**src/rtl/tod_pkg.sv**
```systemverilog
package tod_pkg;
   localparam int OP_W = 3;
   typedef enum logic [OP_W-1:0] {
      OP_NONE = 3'd0,
      OP_SET  = 3'd1,
      OP_INC  = 3'd3,
      OP_DEC  = 3'd4
   } tod_op_e;
endpackage

```
**src/rtl/tod_opctl.sv**
```systemverilog
module tod_opctl
   import tod_pkg::*;
(
   input  logic            clk,
   input  logic            rst_n,
   input  logic            op_wr,
   input  logic [OP_W-1:0] op_code,
   output logic [OP_W-1:0] op_field
);
   logic [OP_W-1:0] field_q;

   // A pending code lives for one cycle; it is applied and cleared on the next edge.
   always_ff @(posedge clk or negedge rst_n) begin
      if (!rst_n)
         field_q <= '0;
      else if (field_q != '0)
         field_q <= '0;
      else if (op_wr)
         field_q <= op_code;
   end

   assign op_field = field_q;
endmodule

```
**src/rtl/tod_accum.sv**
```systemverilog
module tod_accum
   import tod_pkg::*;
#(
   parameter int NS_W    = 64,
   parameter int FRAC_W  = 32,
   parameter int SEC_W   = 48,
   parameter int PER_W   = 32,
   parameter int OFF_W   = 32,
   parameter logic [NS_W-1:0] RST_NXT = 64'd1_000_000_000
) (
   input  logic              clk,
   input  logic              rst_n,
   input  logic              run,
   input  logic [31+FRAC_W:0] incr,
   input  logic [PER_W-1:0]  period,
   input  logic [OP_W-1:0]   op,
   input  logic [NS_W-1:0]   stg_ns,
   input  logic [FRAC_W-1:0] stg_frac,
   input  logic [SEC_W-1:0]  stg_sec,
   input  logic [NS_W-1:0]   stg_cur,
   input  logic [NS_W-1:0]   stg_nxt,
   output logic [SEC_W-1:0]  sec_o,
   output logic [OFF_W-1:0]  off_o
);
   localparam int INC_W = 32 + FRAC_W;
   localparam int EXT_W = NS_W + 2;

   logic [NS_W-1:0]   ns_q, cur_q, nxt_q;
   logic [FRAC_W-1:0] frac_q;
   logic [SEC_W-1:0]  sec_q;

   logic [FRAC_W-1:0] frac_add, frac_sum;
   logic              frac_cy;
   logic [NS_W-1:0]   step, off_now, span, delta_inc, delta_dec, ns_nxt, per_ext;
   logic [EXT_W-1:0]  sum;
   logic              do_set, borrow, crossing;

   always_comb begin
      do_set    = (op == OP_SET);
      delta_inc = (op == OP_INC) ? stg_ns : '0;
      delta_dec = (op == OP_DEC) ? stg_ns : '0;
      frac_add  = run ? incr[FRAC_W-1:0] : '0;
      {frac_cy, frac_sum} = {1'b0, frac_q} + {1'b0, frac_add};
      step      = (run ? NS_W'(incr[INC_W-1:FRAC_W]) : '0) + NS_W'(frac_cy);
      per_ext   = NS_W'(period);
      // Offsets relative to the current boundary keep compares correct under modular wrap.
      off_now   = ns_q - cur_q;
      span      = nxt_q - cur_q;
      sum       = EXT_W'(off_now) + EXT_W'(step) + EXT_W'(delta_inc) - EXT_W'(delta_dec);
      borrow    = sum[EXT_W-1];
      crossing  = !borrow && (sum >= EXT_W'(span));
      ns_nxt    = ns_q + step + delta_inc - delta_dec;
   end

   always_ff @(posedge clk or negedge rst_n) begin
      if (!rst_n) begin
         ns_q   <= '0;
         frac_q <= '0;
         sec_q  <= '0;
         cur_q  <= '0;
         nxt_q  <= RST_NXT;
      end else if (do_set) begin
         ns_q   <= stg_ns;
         frac_q <= stg_frac;
         sec_q  <= stg_sec;
         cur_q  <= stg_cur;
         nxt_q  <= stg_nxt;
      end else begin
         ns_q   <= ns_nxt;
         frac_q <= frac_sum;
         if (crossing) begin
            sec_q <= sec_q + SEC_W'(1);
            cur_q <= nxt_q;
            nxt_q <= nxt_q + per_ext;
         end else if (borrow) begin
            sec_q <= sec_q - SEC_W'(1);
            nxt_q <= cur_q;
            cur_q <= cur_q - per_ext;
         end
      end
   end

   assign sec_o = sec_q;
   assign off_o = off_now[OFF_W-1:0];
endmodule

```
**src/rtl/tod_evt_cap.sv**
```systemverilog
module tod_evt_cap #(
   parameter int SYNC_N = 2,
   parameter int OFF_W  = 32
) (
   input  logic             clk,
   input  logic             rst_n,
   input  logic             evt_pin,
   input  logic             en,
   input  logic             fall_sel,
   input  logic [31:0]      sec,
   input  logic [OFF_W-1:0] off,
   output logic             valid,
   output logic [63:0]      stamp
);
   logic [SYNC_N-1:0] sync_q;
   logic              prev_q, lvl, hit, valid_q;
   logic [63:0]       stamp_q;

   assign lvl = sync_q[SYNC_N-1];
   assign hit = en && (fall_sel ? (prev_q && !lvl) : (!prev_q && lvl));

   always_ff @(posedge clk or negedge rst_n) begin
      if (!rst_n) begin
         sync_q  <= '0;
         prev_q  <= 1'b0;
         valid_q <= 1'b0;
         stamp_q <= '0;
      end else begin
         sync_q  <= {sync_q[SYNC_N-2:0], evt_pin};
         prev_q  <= lvl;
         valid_q <= hit;
         if (hit)
            stamp_q <= {sec, 32'(off)};
      end
   end

   assign valid = valid_q;
   assign stamp = stamp_q;
endmodule

```
**src/rtl/tod_counter.sv**
```systemverilog
module tod_counter
   import tod_pkg::*;
#(
   parameter int NS_W            = 64,
   parameter int FRAC_W          = 32,
   parameter int SEC_W           = 48,
   parameter int PER_W           = 32,
   parameter int OFF_W           = 32,
   parameter int SYNC_N          = 2,
   parameter bit CAPTURE_PRESENT = 1'b1,
   parameter logic [NS_W-1:0] RST_NXT = 64'd1_000_000_000
) (
   input  logic               clk,
   input  logic               rst_n,
   input  logic               cfg_run,
   input  logic               cfg_cap_en,
   input  logic               cfg_cap_fall,
   input  logic [31+FRAC_W:0] incr_step,
   input  logic [PER_W-1:0]   roll_period,
   input  logic [NS_W-1:0]    stg_ns,
   input  logic [FRAC_W-1:0]  stg_frac,
   input  logic [SEC_W-1:0]   stg_sec,
   input  logic [NS_W-1:0]    stg_cur,
   input  logic [NS_W-1:0]    stg_nxt,
   input  logic               op_wr,
   input  logic [2:0]         op_code,
   output logic [2:0]         op_field,
   input  logic               snap_req,
   output logic [SEC_W-1:0]   snap_sec,
   output logic [OFF_W-1:0]   snap_ns,
   input  logic               evt_pin,
   output logic               cap_valid,
   output logic [63:0]        cap_stamp
);
   if (FRAC_W < 1 || FRAC_W > 32) begin : g_bad_frac
      $error("tod_counter: FRAC_W must be 1..32");
   end
   if (NS_W < OFF_W || NS_W < PER_W) begin : g_bad_ns
      $error("tod_counter: NS_W must cover OFF_W and PER_W");
   end
   if (SEC_W < 32 || OFF_W > 32) begin : g_bad_stamp
      $error("tod_counter: stamp needs SEC_W >= 32 and OFF_W <= 32");
   end
   if (SYNC_N < 2) begin : g_bad_sync
      $error("tod_counter: SYNC_N must be at least 2");
   end

   logic [SEC_W-1:0] live_sec;
   logic [OFF_W-1:0] live_off;
   logic [SEC_W-1:0] snap_sec_q;
   logic [OFF_W-1:0] snap_ns_q;

   tod_opctl u_opctl (
      .clk      (clk),
      .rst_n    (rst_n),
      .op_wr    (op_wr),
      .op_code  (op_code),
      .op_field (op_field)
   );

   tod_accum #(
      .NS_W(NS_W), .FRAC_W(FRAC_W), .SEC_W(SEC_W),
      .PER_W(PER_W), .OFF_W(OFF_W), .RST_NXT(RST_NXT)
   ) u_accum (
      .clk      (clk),
      .rst_n    (rst_n),
      .run      (cfg_run),
      .incr     (incr_step),
      .period   (roll_period),
      .op       (op_field),
      .stg_ns   (stg_ns),
      .stg_frac (stg_frac),
      .stg_sec  (stg_sec),
      .stg_cur  (stg_cur),
      .stg_nxt  (stg_nxt),
      .sec_o    (live_sec),
      .off_o    (live_off)
   );

   // Both halves load from one register state, so a rollover cannot split them.
   always_ff @(posedge clk or negedge rst_n) begin
      if (!rst_n) begin
         snap_sec_q <= '0;
         snap_ns_q  <= '0;
      end else if (snap_req) begin
         snap_sec_q <= live_sec;
         snap_ns_q  <= live_off;
      end
   end
   assign snap_sec = snap_sec_q;
   assign snap_ns  = snap_ns_q;

   if (CAPTURE_PRESENT) begin : g_cap
      tod_evt_cap #(.SYNC_N(SYNC_N), .OFF_W(OFF_W)) u_cap (
         .clk      (clk),
         .rst_n    (rst_n),
         .evt_pin  (evt_pin),
         .en       (cfg_cap_en),
         .fall_sel (cfg_cap_fall),
         .sec      (live_sec[31:0]),
         .off      (live_off),
         .valid    (cap_valid),
         .stamp    (cap_stamp)
      );
   end else begin : g_nocap
      assign cap_valid = 1'b0;
      assign cap_stamp = '0;
   end
endmodule

```
**config.mk**
```make
export PLATFORM = sky130hd
export DESIGN_NAME = tod_counter
export DESIGN_NICKNAME = d
export VERILOG_FILES = /design/src/rtl/tod_pkg.sv /design/src/rtl/tod_opctl.sv /design/src/rtl/tod_accum.sv /design/src/rtl/tod_evt_cap.sv /design/src/rtl/tod_counter.sv
export SDC_FILE = /design/constraint.sdc
export NUM_CORES = 2
export LEC_CHECK = 0
export BUFFER_PORTS_ARGS = -buffer_cell sky130_fd_sc_hd__buf_2
export CAP_MARGIN = 20
export CORE_MARGIN = 2
export CORE_UTILIZATION = 25
export DETAILED_ROUTE_END_ITERATION = 6
export PLACE_DENSITY = 0.41
export SYNTH_ARGS = -nofsm -noshare
export SYNTH_HDL_FRONTEND = slang
export SYNTH_SLANG_ARGS = --single-unit
```
**constraint.sdc**
```tcl
create_clock -name clk -period 23 [get_ports clk]
set_input_delay 2.3 -clock clk [delete_from_list [all_inputs] [get_ports clk]]
set_output_delay 2.3 -clock clk [all_outputs]
set_load 0.03 [all_outputs]
```
==> reports/metrics.csv <==
metric,value,unit
outcome,"complete, no violations",
crit_required,23.62,ns
drt-wirelength-per-cell,21.8,um
htree_levels,2,
drv_cap,0,
die_y,445,um
cts_buffers,61,
regArea,10600,um^2
crit_path_max_incr_delay,0.72,ns
die_width,445,um
fin_area,56100,um^2
synth.top_cell.area_share,21.1,%
port_buffers,526,
synthesis.nets,7203,
grt_usage,19.6,%
finalHoldViolCount,0,
grt_pass1_wl,295000,um
syn_inst,6131,
slowest_stage,o311ai_0,
cts_setup_buffers,0,
synth-seq-cells,423,
worstPathArrival,21.69,ns
clkLatencyLatePin,0.75,ns
gp_congestion,0.908,
grt-ovfl-total,0,
cts_root_buf,clkbuf_16,
cp-end-kind,flip-flop,
coreArea,193000,um^2
final.setup_skew,0.0515,ns
async_flop_share,100,%
drtPass1Iterations,5,
hpwl,161000,um
syn_avg_cell_area,7.93,um^2
ys_types,92,
multi_input_area,35700,um^2
relSlewSlack,17.7,%
rows,161,
start_kind,input port,
grt_max_degree,141,
syn_to_final_growth,15.3,%
grt_setup_unrepaired,no,
dieArea,198000,um^2
fillers,21100,
synth_area_leaders,"dfrtp_1, ha_1, fa_1",
finalSetupViolCount,0,
worstMarginPinSlew,1.22,ns
critPathKind,input port to flip-flop,
yosysWarnings,0,
fmax,0.0475,GHz
cp_common_cell,a21oi_1,
drt_wl_total,199000,um
period_needed,21.07,ns
cts.clk_slew.worst_paths,0.06,ns
syn_area,48600,um^2
synthFlopType,dfrtp_1,
drc_errors,0,
nets,7607,
min-delay-path-class,flip-flop to flip-flop,
place_area,54000,um^2
drive_above_1_share,12.3,%
cts_tree,done,
cts_resized,0,
grt_pass1_vias,46400,
fin_crit_sh,91.6,%
fin_tns_setup,0,ns
drt_iter0_drc,3012,
clock_path_buffers,3,
cts_num_sinks,423,
hold_buffers,0,
start_util,25.2,%
ys_seq_area_share,21.8,%
vias_per_cell,5.04,
ant_nets,0,
synth_edf_count,0,
yosys.area.top_type,dfrtp_1,
floorplan.io_pins,527,
maxSlewViolCount,0,
num_vias,46000,
antenna_found_initial,56,
critPathMaxFanout,28,
-- cell families after synthesis --
kind of cell,Yosys count,synth area share [%]
DFF,423,21.8
AOI/OAI and AO/OA,1801,23.2
buffers and inverters,630,4.97
xor gates and xnor gates,463,8.34
and+or+nand+nor,2028,19.2
adders and majority gates,693,20.4
muxes,93,2.13
-- worst max-delay path, delay by kind of cell --
| family | cells | cell delay (ns) |
|---|---|---|
| AO/OA/AOI/OAI | 48 | 11.28 |
| XOR/XNOR | 4 | 0.54 |
| buffers and inverters | 3 | 0.95 |
| AND/OR/NAND/NOR | 18 | 4.05 |
| adder cells (fa/ha/maj) | 8 | 2.47 |
-- sequential cells by signal, indices dropped and copies added (netlist names) --
signal,count
snap_ns,32
u_accum.nxt_q,64
snap_sec,48
g_cap.u_cap.stamp,64
u_accum.sec_o,48
u_accum.frac_q,32
u_opctl.op_field,3
g_cap.u_cap.prev_q,1
g_cap.u_cap.sync_q,2
u_accum.ns_q,64
g_cap.u_cap.valid,1
u_accum.cur_q,64
-- cells in the mapped netlist, drive strengths merged (32+ instances only) --
cell type  number
a211oi         51
a21o          268
a21oi         503
a31oi         105
and2          111
and3           67
buf            38
clkbuf        183
dfrtp         410
fa            167
ha            526
inv           408
mux2           84
nand2         886
nand2b         62
nand3          96
nand4          86
nor2          434
nor2b          48
nor3          103
o211ai         39
o21a           72
o21ai         446
o21bai         70
o31ai          47
or3            32
xnor2         299
xor2          164
-- per-stage QoR --
stage	hold WS, ns	worst slack [ns]	utilization (%)	instances
2_1_floorplan	0.331	3.81	-	6131
3_3_place_gp	0.332	1.06	28.0	8998
3_5_place_dp	0.338	1.00	28.0	8998
4_1_cts	0.352	1.66	29.0	9111
5_1_grt	0.358	0.0364	29.0	9126
6_report	0.351	1.93	29.1	9135
-- per-layer routing --
metal  global-route usage, %  share of wire, %  routed length [um]
met1                    23.1                41               80900
met2                    36.0                51              102000
met3                    2.52               4.1                8190
met4                    7.15               3.7                7460
met5                       0             0.067                 133
-- final cells by class --
type	count	share of cell area (%)
diodes	24	0.107
clock buffers	88	3.15
clock inverters	25	0.524
inverters	409	2.74
multi-input cells	5078	63.7
flip-flops and latches	423	18.9
well taps	2526	5.64
repair buffers	562	5.29
-- cells in the final DEF (no fill, tap or decap), drive strengths merged, types with 86 or more instances in the layout --
| master | netlist | layout |
|---|---|---|
| ha | 526 | 526 |
| clkbuf | 183 | 88 |
| nand4 | 86 | 86 |
| a31oi | 105 | 105 |
| nor3 | 103 | 103 |
| nor2 | 434 | 434 |
| nand3 | 96 | 96 |
| dfrtp | 410 | 410 |
| inv | 408 | 414 |
| and2 | 111 | 111 |
| xnor2 | 299 | 299 |
| xor2 | 164 | 164 |
| fa | 167 | 167 |
| a21o | 268 | 268 |
| o21ai | 446 | 446 |
| a21oi | 503 | 503 |
| nand2 | 886 | 886 |
| buf | 38 | 562 |
-- worst paths after layout --
kind | startpoint | end | cells past startpoint | slack (ns)
max | cfg_run | u_accum.sec_o[46]$_DFFE_PN0P_ | 81 | 1.93
min | g_cap.u_cap.sync_q[0]$_DFF_PN0_ | g_cap.u_cap.sync_q[1]$_DFF_PN0_ | 0 | 0.35
max reg2reg | u_accum.frac_q[0]$_DFF_PN0_ | u_accum.sec_o[46]$_DFFE_PN0P_ | 82 | 3.78
min reg2reg | g_cap.u_cap.sync_q[0]$_DFF_PN0_ | g_cap.u_cap.sync_q[1]$_DFF_PN0_ | 0 | 0.35
max in group asynchronous | rst_n | snap_sec[39]$_DFFE_PN0P_ | 4 | 18.54
min in group asynchronous | rst_n | u_accum.frac_q[30]$_DFF_PN0_ | 1 | 1.58
Power is left out: the tool's default activity adds up to more than one toggle a clock period on the data nets, which glitch-free logic cannot reach.
